### src/rtl/exc_pkg.sv
package exc_pkg;
  localparam int STATUS_W = 8;
  localparam int MODE_W   = 3;
  localparam int NUM_SRC  = 7;
  localparam int SRC_W    = 3;
  localparam int NUM_BANKS = 6;
  localparam int I_BIT = 7;
  localparam int F_BIT = 6;

  localparam logic [MODE_W-1:0] MODE_USER = 3'd0;
  localparam logic [MODE_W-1:0] MODE_FAST = 3'd1;
  localparam logic [MODE_W-1:0] MODE_IRQ  = 3'd2;
  localparam logic [MODE_W-1:0] MODE_SUP  = 3'd3;
  localparam logic [MODE_W-1:0] MODE_ABT  = 3'd4;
  localparam logic [MODE_W-1:0] MODE_UND  = 3'd5;

  // source index == priority rank, lowest index wins
  localparam logic [SRC_W-1:0] SRC_RESET = 3'd0;
  localparam logic [SRC_W-1:0] SRC_DABT  = 3'd1;
  localparam logic [SRC_W-1:0] SRC_FAST  = 3'd2;
  localparam logic [SRC_W-1:0] SRC_IRQ   = 3'd3;
  localparam logic [SRC_W-1:0] SRC_PABT  = 3'd4;
  localparam logic [SRC_W-1:0] SRC_UNDEF = 3'd5;
  localparam logic [SRC_W-1:0] SRC_SWI   = 3'd6;

  localparam logic [STATUS_W-1:0] STATUS_RESET = 8'hC3;

  function automatic logic [4:0] vec_offset(input logic [SRC_W-1:0] src);
    case (src)
      SRC_RESET: vec_offset = 5'h00;
      SRC_UNDEF: vec_offset = 5'h04;
      SRC_SWI:   vec_offset = 5'h08;
      SRC_PABT:  vec_offset = 5'h0C;
      SRC_DABT:  vec_offset = 5'h10;
      SRC_IRQ:   vec_offset = 5'h18;
      SRC_FAST:  vec_offset = 5'h1C;
      default:   vec_offset = 5'h14;
    endcase
  endfunction

  function automatic logic [MODE_W-1:0] src_mode(input logic [SRC_W-1:0] src);
    case (src)
      SRC_RESET, SRC_SWI:  src_mode = MODE_SUP;
      SRC_DABT, SRC_PABT:  src_mode = MODE_ABT;
      SRC_FAST:            src_mode = MODE_FAST;
      SRC_IRQ:             src_mode = MODE_IRQ;
      default:             src_mode = MODE_UND;
    endcase
  endfunction
endpackage

### src/rtl/exc_prio_sel.sv
module exc_prio_sel
  import exc_pkg::*;
(
  input  logic [NUM_SRC-1:0] req_i,
  input  logic               mask_i_i,
  input  logic               mask_f_i,
  output logic               valid_o,
  output logic [SRC_W-1:0]   src_o
);
  logic [NUM_SRC-1:0] elig;

  always_comb begin
    elig = req_i;
    elig[SRC_FAST] = req_i[SRC_FAST] & ~mask_f_i;
    elig[SRC_IRQ]  = req_i[SRC_IRQ] & ~mask_i_i;
  end

  always_comb begin
    src_o = '0;
    for (int i = NUM_SRC - 1; i >= 0; i--) begin
      if (elig[i]) src_o = SRC_W'(i);
    end
  end

  assign valid_o = |elig;
endmodule

### src/rtl/exc_bank_store.sv
module exc_bank_store
  import exc_pkg::*;
#(
  parameter int ADDR_W = 32
) (
  input  logic                clk_i,
  input  logic                rst_ni,
  input  logic                wr_en_i,
  input  logic [MODE_W-1:0]   wr_bank_i,
  input  logic [STATUS_W-1:0] wr_status_i,
  input  logic [ADDR_W-1:0]   wr_link_i,
  input  logic [MODE_W-1:0]   rd_bank_i,
  output logic [STATUS_W-1:0] rd_status_o,
  output logic [ADDR_W-1:0]   rd_link_o
);
  localparam int NB = NUM_BANKS - 1; // user mode has no bank

  logic [STATUS_W-1:0] saved_q [NB];
  logic [ADDR_W-1:0]   link_q  [NB];

  for (genvar b = 0; b < NB; b++) begin : g_bank
    always_ff @(posedge clk_i or negedge rst_ni) begin
      if (!rst_ni) begin
        saved_q[b] <= '0;
        link_q[b]  <= '0;
      end else if (wr_en_i && wr_bank_i == MODE_W'(b + 1)) begin
        saved_q[b] <= wr_status_i;
        link_q[b]  <= wr_link_i;
      end
    end
  end

  always_comb begin
    rd_status_o = '0;
    rd_link_o   = '0;
    for (int b = 0; b < NB; b++) begin
      if (rd_bank_i == MODE_W'(b + 1)) begin
        rd_status_o = saved_q[b];
        rd_link_o   = link_q[b];
      end
    end
  end
endmodule

### src/rtl/exc_entry_unit.sv
module exc_entry_unit
  import exc_pkg::*;
#(
  parameter int               ADDR_W   = 32,
  parameter logic [ADDR_W-1:0] VEC_BASE = '0
) (
  input  logic                clk_i,
  input  logic                rst_ni,
  input  logic                accept_i,
  input  logic                req_reset_i,
  input  logic                req_data_abort_i,
  input  logic                req_fast_irq_i,
  input  logic                req_irq_i,
  input  logic                req_prefetch_abort_i,
  input  logic                req_swi_i,
  input  logic                req_undef_i,
  input  logic [ADDR_W-1:0]   ret_addr_i,
  input  logic                exc_return_i,
  input  logic                sw_we_i,
  input  logic [STATUS_W-1:0] sw_data_i,
  output logic                entry_o,
  output logic [ADDR_W-1:0]   vector_o,
  output logic [STATUS_W-1:0] status_o,
  output logic [MODE_W-1:0]   bank_sel_o,
  output logic [STATUS_W-1:0] saved_status_o,
  output logic [ADDR_W-1:0]   link_o
);
  logic [NUM_SRC-1:0]  req;
  logic                sel_valid;
  logic [SRC_W-1:0]    sel_src;
  logic                take;
  logic [MODE_W-1:0]   new_mode;
  logic [MODE_W-1:0]   cur_mode;
  logic                privileged;
  logic                bank_ok;
  logic                set_f;
  logic [STATUS_W-1:0] status_q, status_d;
  logic [STATUS_W-1:0] saved_rd;
  logic [ADDR_W-1:0]   link_rd;

  always_comb begin
    req = '0;
    req[SRC_RESET] = req_reset_i;
    req[SRC_DABT]  = req_data_abort_i;
    req[SRC_FAST]  = req_fast_irq_i;
    req[SRC_IRQ]   = req_irq_i;
    req[SRC_PABT]  = req_prefetch_abort_i;
    req[SRC_UNDEF] = req_undef_i;
    req[SRC_SWI]   = req_swi_i;
  end

  exc_prio_sel u_sel (
    .req_i    (req),
    .mask_i_i (status_q[I_BIT]),
    .mask_f_i (status_q[F_BIT]),
    .valid_o  (sel_valid),
    .src_o    (sel_src)
  );

  assign take       = accept_i & sel_valid;
  assign new_mode   = src_mode(sel_src);
  assign cur_mode   = status_q[MODE_W-1:0];
  assign privileged = (cur_mode != MODE_USER);
  assign bank_ok    = privileged && (cur_mode <= MODE_UND);
  assign set_f      = (sel_src == SRC_FAST) || (sel_src == SRC_RESET);

  exc_bank_store #(.ADDR_W(ADDR_W)) u_bank (
    .clk_i       (clk_i),
    .rst_ni      (rst_ni),
    .wr_en_i     (take),
    .wr_bank_i   (new_mode),
    .wr_status_i (status_q),
    .wr_link_i   (ret_addr_i),
    .rd_bank_i   (cur_mode),
    .rd_status_o (saved_rd),
    .rd_link_o   (link_rd)
  );

  always_comb begin
    status_d = status_q;
    if (take) begin
      status_d = {1'b1, status_q[F_BIT] | set_f, status_q[5:3], new_mode};
    end else if (exc_return_i && bank_ok) begin
      status_d = saved_rd;
    end else if (sw_we_i) begin
      status_d = privileged ? sw_data_i
                            : {status_q[7:6], sw_data_i[5:3], status_q[2:0]};
    end
  end

  always_ff @(posedge clk_i or negedge rst_ni) begin
    if (!rst_ni) begin
      status_q <= STATUS_RESET;
      entry_o  <= 1'b0;
      vector_o <= VEC_BASE;
    end else begin
      status_q <= status_d;
      entry_o  <= take;
      if (take) vector_o <= VEC_BASE + ADDR_W'(vec_offset(sel_src));
    end
  end

  assign status_o       = status_q;
  assign bank_sel_o     = cur_mode;
  assign saved_status_o = saved_rd;
  assign link_o         = link_rd;
endmodule

### config.mk
export PLATFORM = sky130hd
export DESIGN_NAME = exc_entry_unit
export DESIGN_NICKNAME = d
export VERILOG_FILES = /design/src/rtl/exc_pkg.sv /design/src/rtl/exc_prio_sel.sv /design/src/rtl/exc_bank_store.sv /design/src/rtl/exc_entry_unit.sv
export SDC_FILE = /design/constraint.sdc
export NUM_CORES = 1
export LEC_CHECK = 0
export ABC_AREA = 1
export BUFFER_PORTS_ARGS = -buffer_cell sky130_fd_sc_hd__buf_2
export CAP_MARGIN = 20
export CORE_UTILIZATION = 33
export CTS_CLUSTER_SIZE = 20
export DETAILED_ROUTE_END_ITERATION = 6
export GPL_TIMING_DRIVEN = 0
export PLACE_DENSITY = 0.51
export SLEW_MARGIN = 30
export SYNTH_ARGS = -nofsm -noshare
export SYNTH_HDL_FRONTEND = slang
export SYNTH_SLANG_ARGS = --single-unit
### constraint.sdc
create_clock -name clk_i -period 5.25 [get_ports clk_i]
set_input_delay 1.3125 -clock clk_i [delete_from_list [all_inputs] [get_ports clk_i]]
set_output_delay 1.3125 -clock clk_i [all_outputs]
set_load 0.02 [all_outputs]
==> impl_metrics.toml, run 1 <==
[outcome]
status = "finished clean"

[clock_network]
cts_max_level = 1
clockBufferDepth = 3
cts_sinks = 212
clkLatencyLatePin_ps = 510
numCtsBuffers = 25
cts_hold_buf = 0
post_cts_buffers = 0
cts-resized-gates = 0
path_clk_slew_ps = 60
cts_root_buf = "clkbuf_16"
cts_tree = "built"

[sta]
maxSlewHeadroom_pct = 38.7
finalWorstSetupSlack_ps = 927
finalCriticalPeriod_ps = 4320
rsz0062_at_grt = "false"
finalHoldWorstSlack_ps = 468
clock_skew_ps = 4.74
worstMarginPinSlew_ps = 920
hold_violations = 0
fmax_mhz = 231
slew_violations = 0
period_share_pct = 82.3
setup_viol = 0

[floorplan]
start_util_pct = 33.8
ios = 136
die_w_um = 174
fp-row-count = 62
dieArea_um2 = 30200
die_h_um = 174
fp.coreArea_um2 = 28900

[synthesis]
synth_edf_count = 0
yosysWarningCount = 0
avgSynthCellArea_um2 = 8.44
ys_top_cells_by_count = "414 x nand2_1, 208 x dfrtp_1, 123 x o21ai_0"
synthArstFlopShare_pct = 100
netlist_area_um2 = 9750
synth_cells = 1156
netlist.area_leader.share_pct = 53.4
synth_area_leaders = "dfrtp_1 53%, nand2_1 16%, o21ai_0 6.3%"
ys_seq_area_share_pct = 54.5
synth-main-ff-cell = "dfrtp_1"
ys_seq_elements = 212
yosys.area.top_type = "dfrtp_1"
synth.distinct_cells = 37
synth.most_common_cell = "nand2_1"

[critical_path]
path_class = "reg -> out"
crit_chain = "inv_2, nor2_4, clkbuf_1, a22oi_1, o2111ai_1, buf_2"
crit_slowest_cell = "dfstp_2"
crit_path_start_kind = "flop"
critPathMaxStageDelay_ps = 680
worst_ep_arrival_time_ps = 3010
end_kind = "output pin"
critPathMaxFanout = 10
cp_data_required_time_ps = 3940

[route]
drt_iter0_markers = 686
vias_per_cell = 4.86
drc = 0
vias = 8356
drt_pass1_iterations = 4
wirelength_um = 30600
antenna_left = 0
routedWlPerCell_um = 17.8

[finish]
fin_area_um2 = 11800
stdcell_count = 1721
drive_gt1_share_pct = 19.6
nNetsFinal = 1372
area_growth_pct = 21.1
fill_cells = 3079

[power_and_ir_drop]
p_int_mw = 4.11
cellPowerDensity_nw_per_um2 = 559
clkPwrFrac_pct = 26.7
totalPowerFinal_mw = 6.59
p_sw_mw = 2.49
seqPwrFrac_pct = 40.1
swShare_pct = 37.7
pwr-share-comb_pct = 33.3
peakVddDrop_mv = 0.236
p_leak_nw = 5.94

[grt]
grt_pass1_vias = 8260
antenna_found_initial = 1
grt_pass1_wl_um = 48100
overflow = 0
grt_usage_pct = 20.7
grt_max_degree = 60

[run]
drv_cap = 0

[placement]
dp_slack_ps = 1440
hpwl_um = 20600
gp_congestion = 0.776
port_buffers = 106
dpl_cell_area_um2 = 11000
place_inst = 1677

[worst_hold_path]
worstHoldPathType = "reg -> reg"
## worst paths after layout
check,startpoint,to,slack [ps],depth (start not counted)
min in group asynchronous,rst_ni,u_bank.link_q[69],700,1
min reg2reg,u_bank.link_q[34],u_bank.link_q[34],470,2
max reg2reg,status_o[6],u_bank.link_q[28],2840,10
min,u_bank.link_q[34],u_bank.link_q[34],470,2
max in group asynchronous,rst_ni,status_o[7],3220,4
max,status_o[1],link_o[22],930,6
## critical path: cells and delay by family (launching register included)
kind                   cells  cell delay, ps
and+or+nand+nor            1             260
AOI/OAI and AO/OA          2             570
buffers and inverters      3             990
DFF                        1             680
## power groups by stage
stage          clock network [mW]  registers (mW)  logic [mW]
6_report                     1.76            2.64        2.19
5_1_grt                      1.86            2.72        2.47
4_1_cts                      1.80            2.63        2.23
3_5_place_dp                    0            2.65        2.22
3_3_place_gp                    0            2.64        2.18
2_1_floorplan                   0            2.60        1.45
## per-layer routing
metal	global-route usage [%]	vias up	part of all wire, %
li1	-	4059	-
met3	3.02	49	4.5
met1	29.0	4019	46
met4	5.37	0	2.7
met5	0	-	0
met2	33.5	229	47
## stage by stage
stage / TNS [ps] / util [%]
after global placement: -224080 / 37.7
after floorplan: 0 / -
after CTS: 0 / 40.9
after detailed placement: 0 / 38.0
final: 0 / 40.9
after global routing: 0 / 40.9
## layout make-up
type | instances | area [µm²] | share of cell area, %
Antenna cell | 1 | 2.50 | 0.0212
Buffer | 102 | 621 | 5.26
Clock buffer | 38 | 764 | 6.48
Clock inverter | 5 | 77.6 | 0.657
Inverter | 63 | 239 | 2.02
Multi-Input combinational cell | 807 | 3690 | 31.2
Sequential cell | 212 | 5310 | 45.0
Tap cell | 384 | 480 | 4.07
Timing Repair Buffer | 109 | 623 | 5.28
## placed cells by master, fill, tap and decap left out, drive strengths merged, types with 2 or more instances in the layout
cell | synthesis | final
nand2 | 420 | 420
clkbuf | 18 | 56
bufinv | 0 | 2
dfrtp | 208 | 208
a221oi | 6 | 6
nor2 | 31 | 31
o2111ai | 21 | 21
conb | 1 | 29
clkinv | 0 | 2
buf | 84 | 193
inv | 63 | 63
nor3 | 4 | 4
a21boi | 2 | 2
a221o | 2 | 2
a21oi | 13 | 13
nand3 | 75 | 75
o21ai | 174 | 174
nand4 | 4 | 4
a22oi | 21 | 21
dfstp | 4 | 4
## state kept, by name, summed over array words and instances (netlist names)
signal and flops:
u_bank.link_q 160, status_o 8, u_bank.saved_q 40, entry_o 1
vector_o 3
## logic make-up (layout without fill, tap and decap cells)
| family | count (synthesis) | count (layout) | synth area share [%] |
|---|---|---|---|
| and+or+nand+nor | 536 | 536 | 22.4 |
| other | 1 | 30 | 0.0385 |
| buffers and inverters | 165 | 317 | 8.81 |
| DFF | 212 | 212 | 54.5 |
| AOI/OAI and AO/OA | 242 | 242 | 14.3 |
No activity file was read; power rests on OpenSTA's default activity.
==> inputs of run 2 (changes only) <==
- ABC_AREA: 1 -> 0
- PLACE_DENSITY: 0.51 -> 0.52
- clock period: 5.25 -> 3.7 ns (I/O delays scaled with it)
==> run 2 against run 1 <==
  * Clock power up 34%
  * Register-to-register slack worse by 1700 ps
  * First-iteration DRC count down 54%
  * Count of clock-buffer cells in the layout down 3
  * Routed wire length down 16%
  * Global-route usage down 3.8 points
  * Cell area up 2.6%
  * Synthesized area up 3.2%
  * Setup slack worse by 780 ps
  * Non-clock buffer count down 15
  * Utilization down 0.26 points
  * Largest cell class unchanged
  * Highest routed layer is now met5
==> impl_metrics.toml, run 2 <==
[finish]
antenna_cells = 0
largest_register_ffs = 160
nNetsFinal = 981
final_common_cell = "mux2_2"
final_util_pct = 40.6
fill_cells = 2845
layout_common_cells = "223 x mux2_2, 208 x dfrtp_1, 130 x buf_2, 48 x mux2i_1, 39 x buf_4"
area_growth_pct = 20.3
largest-register = "u_bank.link_q"
drive_gt1_share_pct = 49.9

[synthesis]
synth_edf_count = 0
ys_seq_area_share_pct = 52.8
synth_compound_area_share_pct = 8.37
synth_area_leaders = "dfrtp_1 52%, mux2_2 25%, mux2i_1 4.8%"
yosysWarningCount = 0
synthArstFlopShare_pct = 100
synth.distinct_cells = 52
yosys.area.top_type = "dfrtp_1"
ys_seq_elements = 212
netlist.area_leader.share_pct = 51.7
yosys.area_share.simple_pct = 3.37
synth_xor_area_share_pct = 0
avgSynthCellArea_um2 = 13.1
synthAdderAreaFrac_pct = 0
ys_top_cells_by_count = "223 x mux2_2, 208 x dfrtp_1, 48 x mux2i_1"
synth_cells = 769
synth_top_family_by_area = "multiplexers"
netlist_area_um2 = 10100
synth.most_common_cell = "mux2_2"
synth-main-ff-cell = "dfrtp_1"
muxShareOfSynthArea_pct = 30.2

[critical_path]
crit_path_start_kind = "flop"
cp_data_required_time_ps = 2770
critPathMaxFanout = 10
ff2ff_setup_slack_ps = 1160
startpoint = "status_o[0]"
r2r_start = "status_o[7]"
critPathCapture = "link_o[4]"
crit_slowest_cell = "dfstp_2"
crit_chain = "buf_2, clkbuf_4, buf_4, buf_4, mux2i_1, o22ai_1, buf_2"
path_class = "reg -> out"
r2r_cells = 7
critPathMaxStageDelay_ps = 540
end_kind = "output pin"
worst_ep_arrival_time_ps = 2620
worst_r2r_endpoint = "u_bank.link_q[62]"

[power_and_ir_drop]
peakVddDrop_mv = 0.423
cellPowerDensity_nw_per_um2 = 658
p_leak_nw = 5.64

[clock_network]
path_clk_slew_ps = 60
post_cts_buffers = 0
clockBufferDepth = 3
clkLatencyLatePin_ps = 510
numCtsBuffers = 25
cts_root_buf = "clkbuf_16"
cts_max_level = 1
cts_sinks = 212
cts_tree = "built"

[grt]
grt_pass1_wl_um = 40800
grt_usage_pct = 16.9
grt_pass1_vias = 6955
grt_max_degree = 72
overflow = 0
antenna_found_initial = 1

[floorplan]
ios = 136
die_h_um = 177
fp-row-count = 63
die_w_um = 177
dieArea_um2 = 31200
fp.coreArea_um2 = 29800
start_util_pct = 33.8

[route]
vias_per_cell = 4.97
wirelength_um = 25700
vias = 6633
antenna_left = 0
drt_iter0_markers = 313
drc = 0
drt_pass1_iterations = 4
routedWlPerCell_um = 19.3

[sta]
hold_violations = 0
fin_tns_setup_ps = 0
maxSlewHeadroom_pct = 57.2
setup_viol = 0
worstMarginPinSlew_ps = 637
finalCriticalPeriod_ps = 3550
fmax_mhz = 282
clock_skew_ps = 8.12
rsz0062_at_grt = "false"
slew_violations = 0
period_share_pct = 95.9
finalHoldWorstSlack_ps = 282

[placement]
hpwl_um = 17400
gp_congestion = 0.760
port_buffers = 104

[worst_hold_path]
worstHoldPathType = "in -> async"

[run]
drv_cap = 0

[outcome]
status = "finished clean"
## run 2: cell types whose count changed after synthesis, moves of 21 or more
| cell | delta |
|---|---|
| o22ai_1 | +33 |
| o21ai_0 | -114 |
| mux2_2 | +223 |
| inv_1 | -47 |
| nand3_1 | -72 |
| o21ai_1 | -48 |
| nand2_1 | -401 |
| o2111ai_1 | -21 |
| mux2i_1 | +48 |
## run 2: cell type report
class                   count  area, µm²  share of cell area [%]
repair buffers            107        613                    5.06
inverters                   5       21.3                   0.176
well taps                 390        488                    4.03
flip-flops and latches    212       5310                    43.8
clock buffers              35        723                    5.97
clock inverters             8       65.1                   0.537
multi-input cells         489       4330                    35.7
plain buffers              89        563                    4.65
## run 2: kinds of logic after synthesis
logic type / after synthesis
flops: 212
buf+inv: 96
mux: 275
compound gates: 123
simple gates: 62
other cells: 1
## run 2: per-layer routing
layer	vias to the layer above	part of all wire [%]	GRT usage (%)
met4	2	1.5	3.30
met3	34	4.5	2.45
met2	152	47	28.1
li1	3078	-	-
met5	-	0.051	0
met1	3367	47	23.3
## run 2: worst max-delay path: cells and delay by family (launching register included)
kind	cells	cell delay, ps
AO/OA/AOI/OAI	1	130
flip-flops	1	540
multiplexers	1	250
buffers and inverters	5	1180
## run 2: per-stage QoR
stage | setup slack (ps) | cells | area (µm²) | power (mW)
global placement | -2290 | 1291 | 11200 | 5.59
floorplan | 673 | 797 | 10200 | 4.95
finish | 152 | 1335 | 12100 | 7.97
global route | 9.69 | 1335 | 12100 | 8.44
CTS | 35.5 | 1336 | 12100 | 8.08
detailed placement | -78.5 | 1294 | 11300 | 5.66
## run 2: timing repair
action                                  CTS  global route
endpoints found under the setup margin   36            15
endpoints found under the hold margin     0             0
hold buffers                              0             0
resized for setup                        32             1
pin swaps                                 0             0
## run 2: power breakdown
part | leakage (nW) | internal, mW | total [mW] | switching (mW)
clock | 0.397 | 1.42 | 2.35 | 0.930
combinational | 2.66 | 1.12 | 2.23 | 1.12
sequential | 2.59 | 3.02 | 3.39 | 0.362
## run 2: how the worst min path moves through the flow
stage                             from                 end  slack [ps]  cells after the start
floorplan           u_bank.saved_q[35]  u_bank.saved_q[35]         450                      2
finish                          rst_ni   u_bank.link_q[28]         280                      1
detailed placement         vector_o[2]         vector_o[2]         460                      2
CTS                             rst_ni             entry_o         280                      1
global route                    rst_ni   u_bank.saved_q[3]         290                      1
global placement           vector_o[2]         vector_o[2]         460                      2
==> inputs of run 3 (changes only) <==
- ABC_AREA: 0 -> 1
- GPL_TIMING_DRIVEN: 0 -> default
- PLACE_DENSITY: 0.52 -> 0.53
- SLEW_MARGIN: 30 -> default
==> run 3 against run 2 <==
  * Via count rose by 19%
  * Clock skew rose by 3.4 ps
  * Setup slack got worse by 28 ps
  * Largest power group unchanged
  * Routed wire length rose by 1.9%
  * Critical endpoint is now saved_status_o[0]
==> impl_metrics.toml, run 3 (same netlist as run 1, synthesis figures left out) <==
[sta]
clock_skew_ps = 11.5
finalWorstSetupSlack_ps = 123
hold_violations = 0
worstMarginPinSlew_ps = 686
finalCriticalPeriod_ps = 3580
fmax_mhz = 280
setup_viol = 0
slew_violations = 0
period_share_pct = 96.7
fin_tns_setup_ps = 0
rsz0062_at_grt = "false"
maxSlewHeadroom_pct = 54.2
finalHoldWorstSlack_ps = 430

[critical_path]
ff2ff_setup_slack_ps = 1100
path_buf_inv = 3
end_kind = "output pin"
path_delay_family = "buffers and inverters"
crit_slowest_cell = "dfstp_2"
critPathMaxFanout = 33
cp_data_required_time_ps = 2770
crit_path_start_kind = "flop"
crit_chain = "inv_2, nor3_4, buf_4, nand2_1, nand3_1, buf_2"
worst_ep_arrival_time_ps = 2650
path_class = "reg -> out"
critPathMaxStageDelay_ps = 770

[clock_network]
cts_root_buf = "clkbuf_16"
path_clk_slew_ps = 60
cts_max_level = 1
post_cts_buffers = 0
clkLatencyLatePin_ps = 510
clockBufferDepth = 3
numCtsBuffers = 25
cts_hold_buf = 0
cts_sinks = 212
cts-resized-gates = 0
cts_tree = "built"

[placement]
hpwl_um = 16000
port_buffers = 106
dpl_cell_area_um2 = 10600
dp_slack_ps = 642
place_inst = 1596
gp_congestion = 0.761

[floorplan]
start_util_pct = 33.8
fp-row-count = 62
ios = 136
die_w_um = 174
fp.coreArea_um2 = 28900
dieArea_um2 = 30200
die_h_um = 174

[grt]
antenna_found_initial = 1
grt_pass1_vias = 7747
overflow = 0
grt_pass1_wl_um = 42900
grt_usage_pct = 17.6
grt_max_degree = 81

[finish]
layout_common_cells = "411 x nand2_1, 208 x dfrtp_1, 123 x o21ai_0, 105 x buf_2, 74 x nand3_1"
area_growth_pct = 16.3
drive_gt1_share_pct = 16.1
final_common_cell = "nand2_1"
final_util_pct = 39.3
fin_area_um2 = 11300
antenna_cells = 0
nNetsFinal = 1291
largest-register = "u_bank.link_q"
largest_register_ffs = 160
stdcell_count = 1641

[route]
antenna_left = 0
drt_iter0_markers = 504
routedWlPerCell_um = 16.0
vias = 7904
drc = 0
drt_pass1_iterations = 5
vias_per_cell = 4.82
wirelength_um = 26200

[power_and_ir_drop]
p_leak_nw = 5.64
totalPowerFinal_mw = 9.06
cellPowerDensity_nw_per_um2 = 799
peakVddDrop_mv = 0.359

[outcome]
status = "finished clean"

[worst_hold_path]
worstHoldPathType = "in -> async"

[run]
drv_cap = 0
## run 3: worst paths after layout
kind / start / endpoint / depth (start not counted)
max: status_o[0] / saved_status_o[0] / 6
min: rst_ni / u_bank.link_q[39] / 1
max reg2reg: status_o[6] / u_bank.link_q[34] / 10
min reg2reg: u_bank.saved_q[10] / u_bank.saved_q[10] / 2
max in group asynchronous: rst_ni / u_bank.link_q[44] / 2
min in group clk_i: u_bank.saved_q[10] / u_bank.saved_q[10] / 2
## run 3: cell type report
class,count,area (µm²)
Multi-Input combinational cell,807,3720
Clock buffer,38,734
Timing Repair Buffer,130,820
Clock inverter,7,42.5
Fill cell,3016,17500
Sequential cell,212,5310
Tap cell,384,480
Inverter,63,239
## run 3: power by group
group          switching (mW)  internal [mW]
combinational            1.96           1.01
clock                   0.963           1.37
sequential              0.533           3.23
## run 3: layer usage
| metal | part of all wire (%) | track usage, % |
|---|---|---|
| met1 | 49 | 25.5 |
| met2 | 45 | 28.4 |
| met3 | 4.5 | 2.34 |
| met4 | 1.2 | 3.11 |
| met5 | 0.050 | 0 |
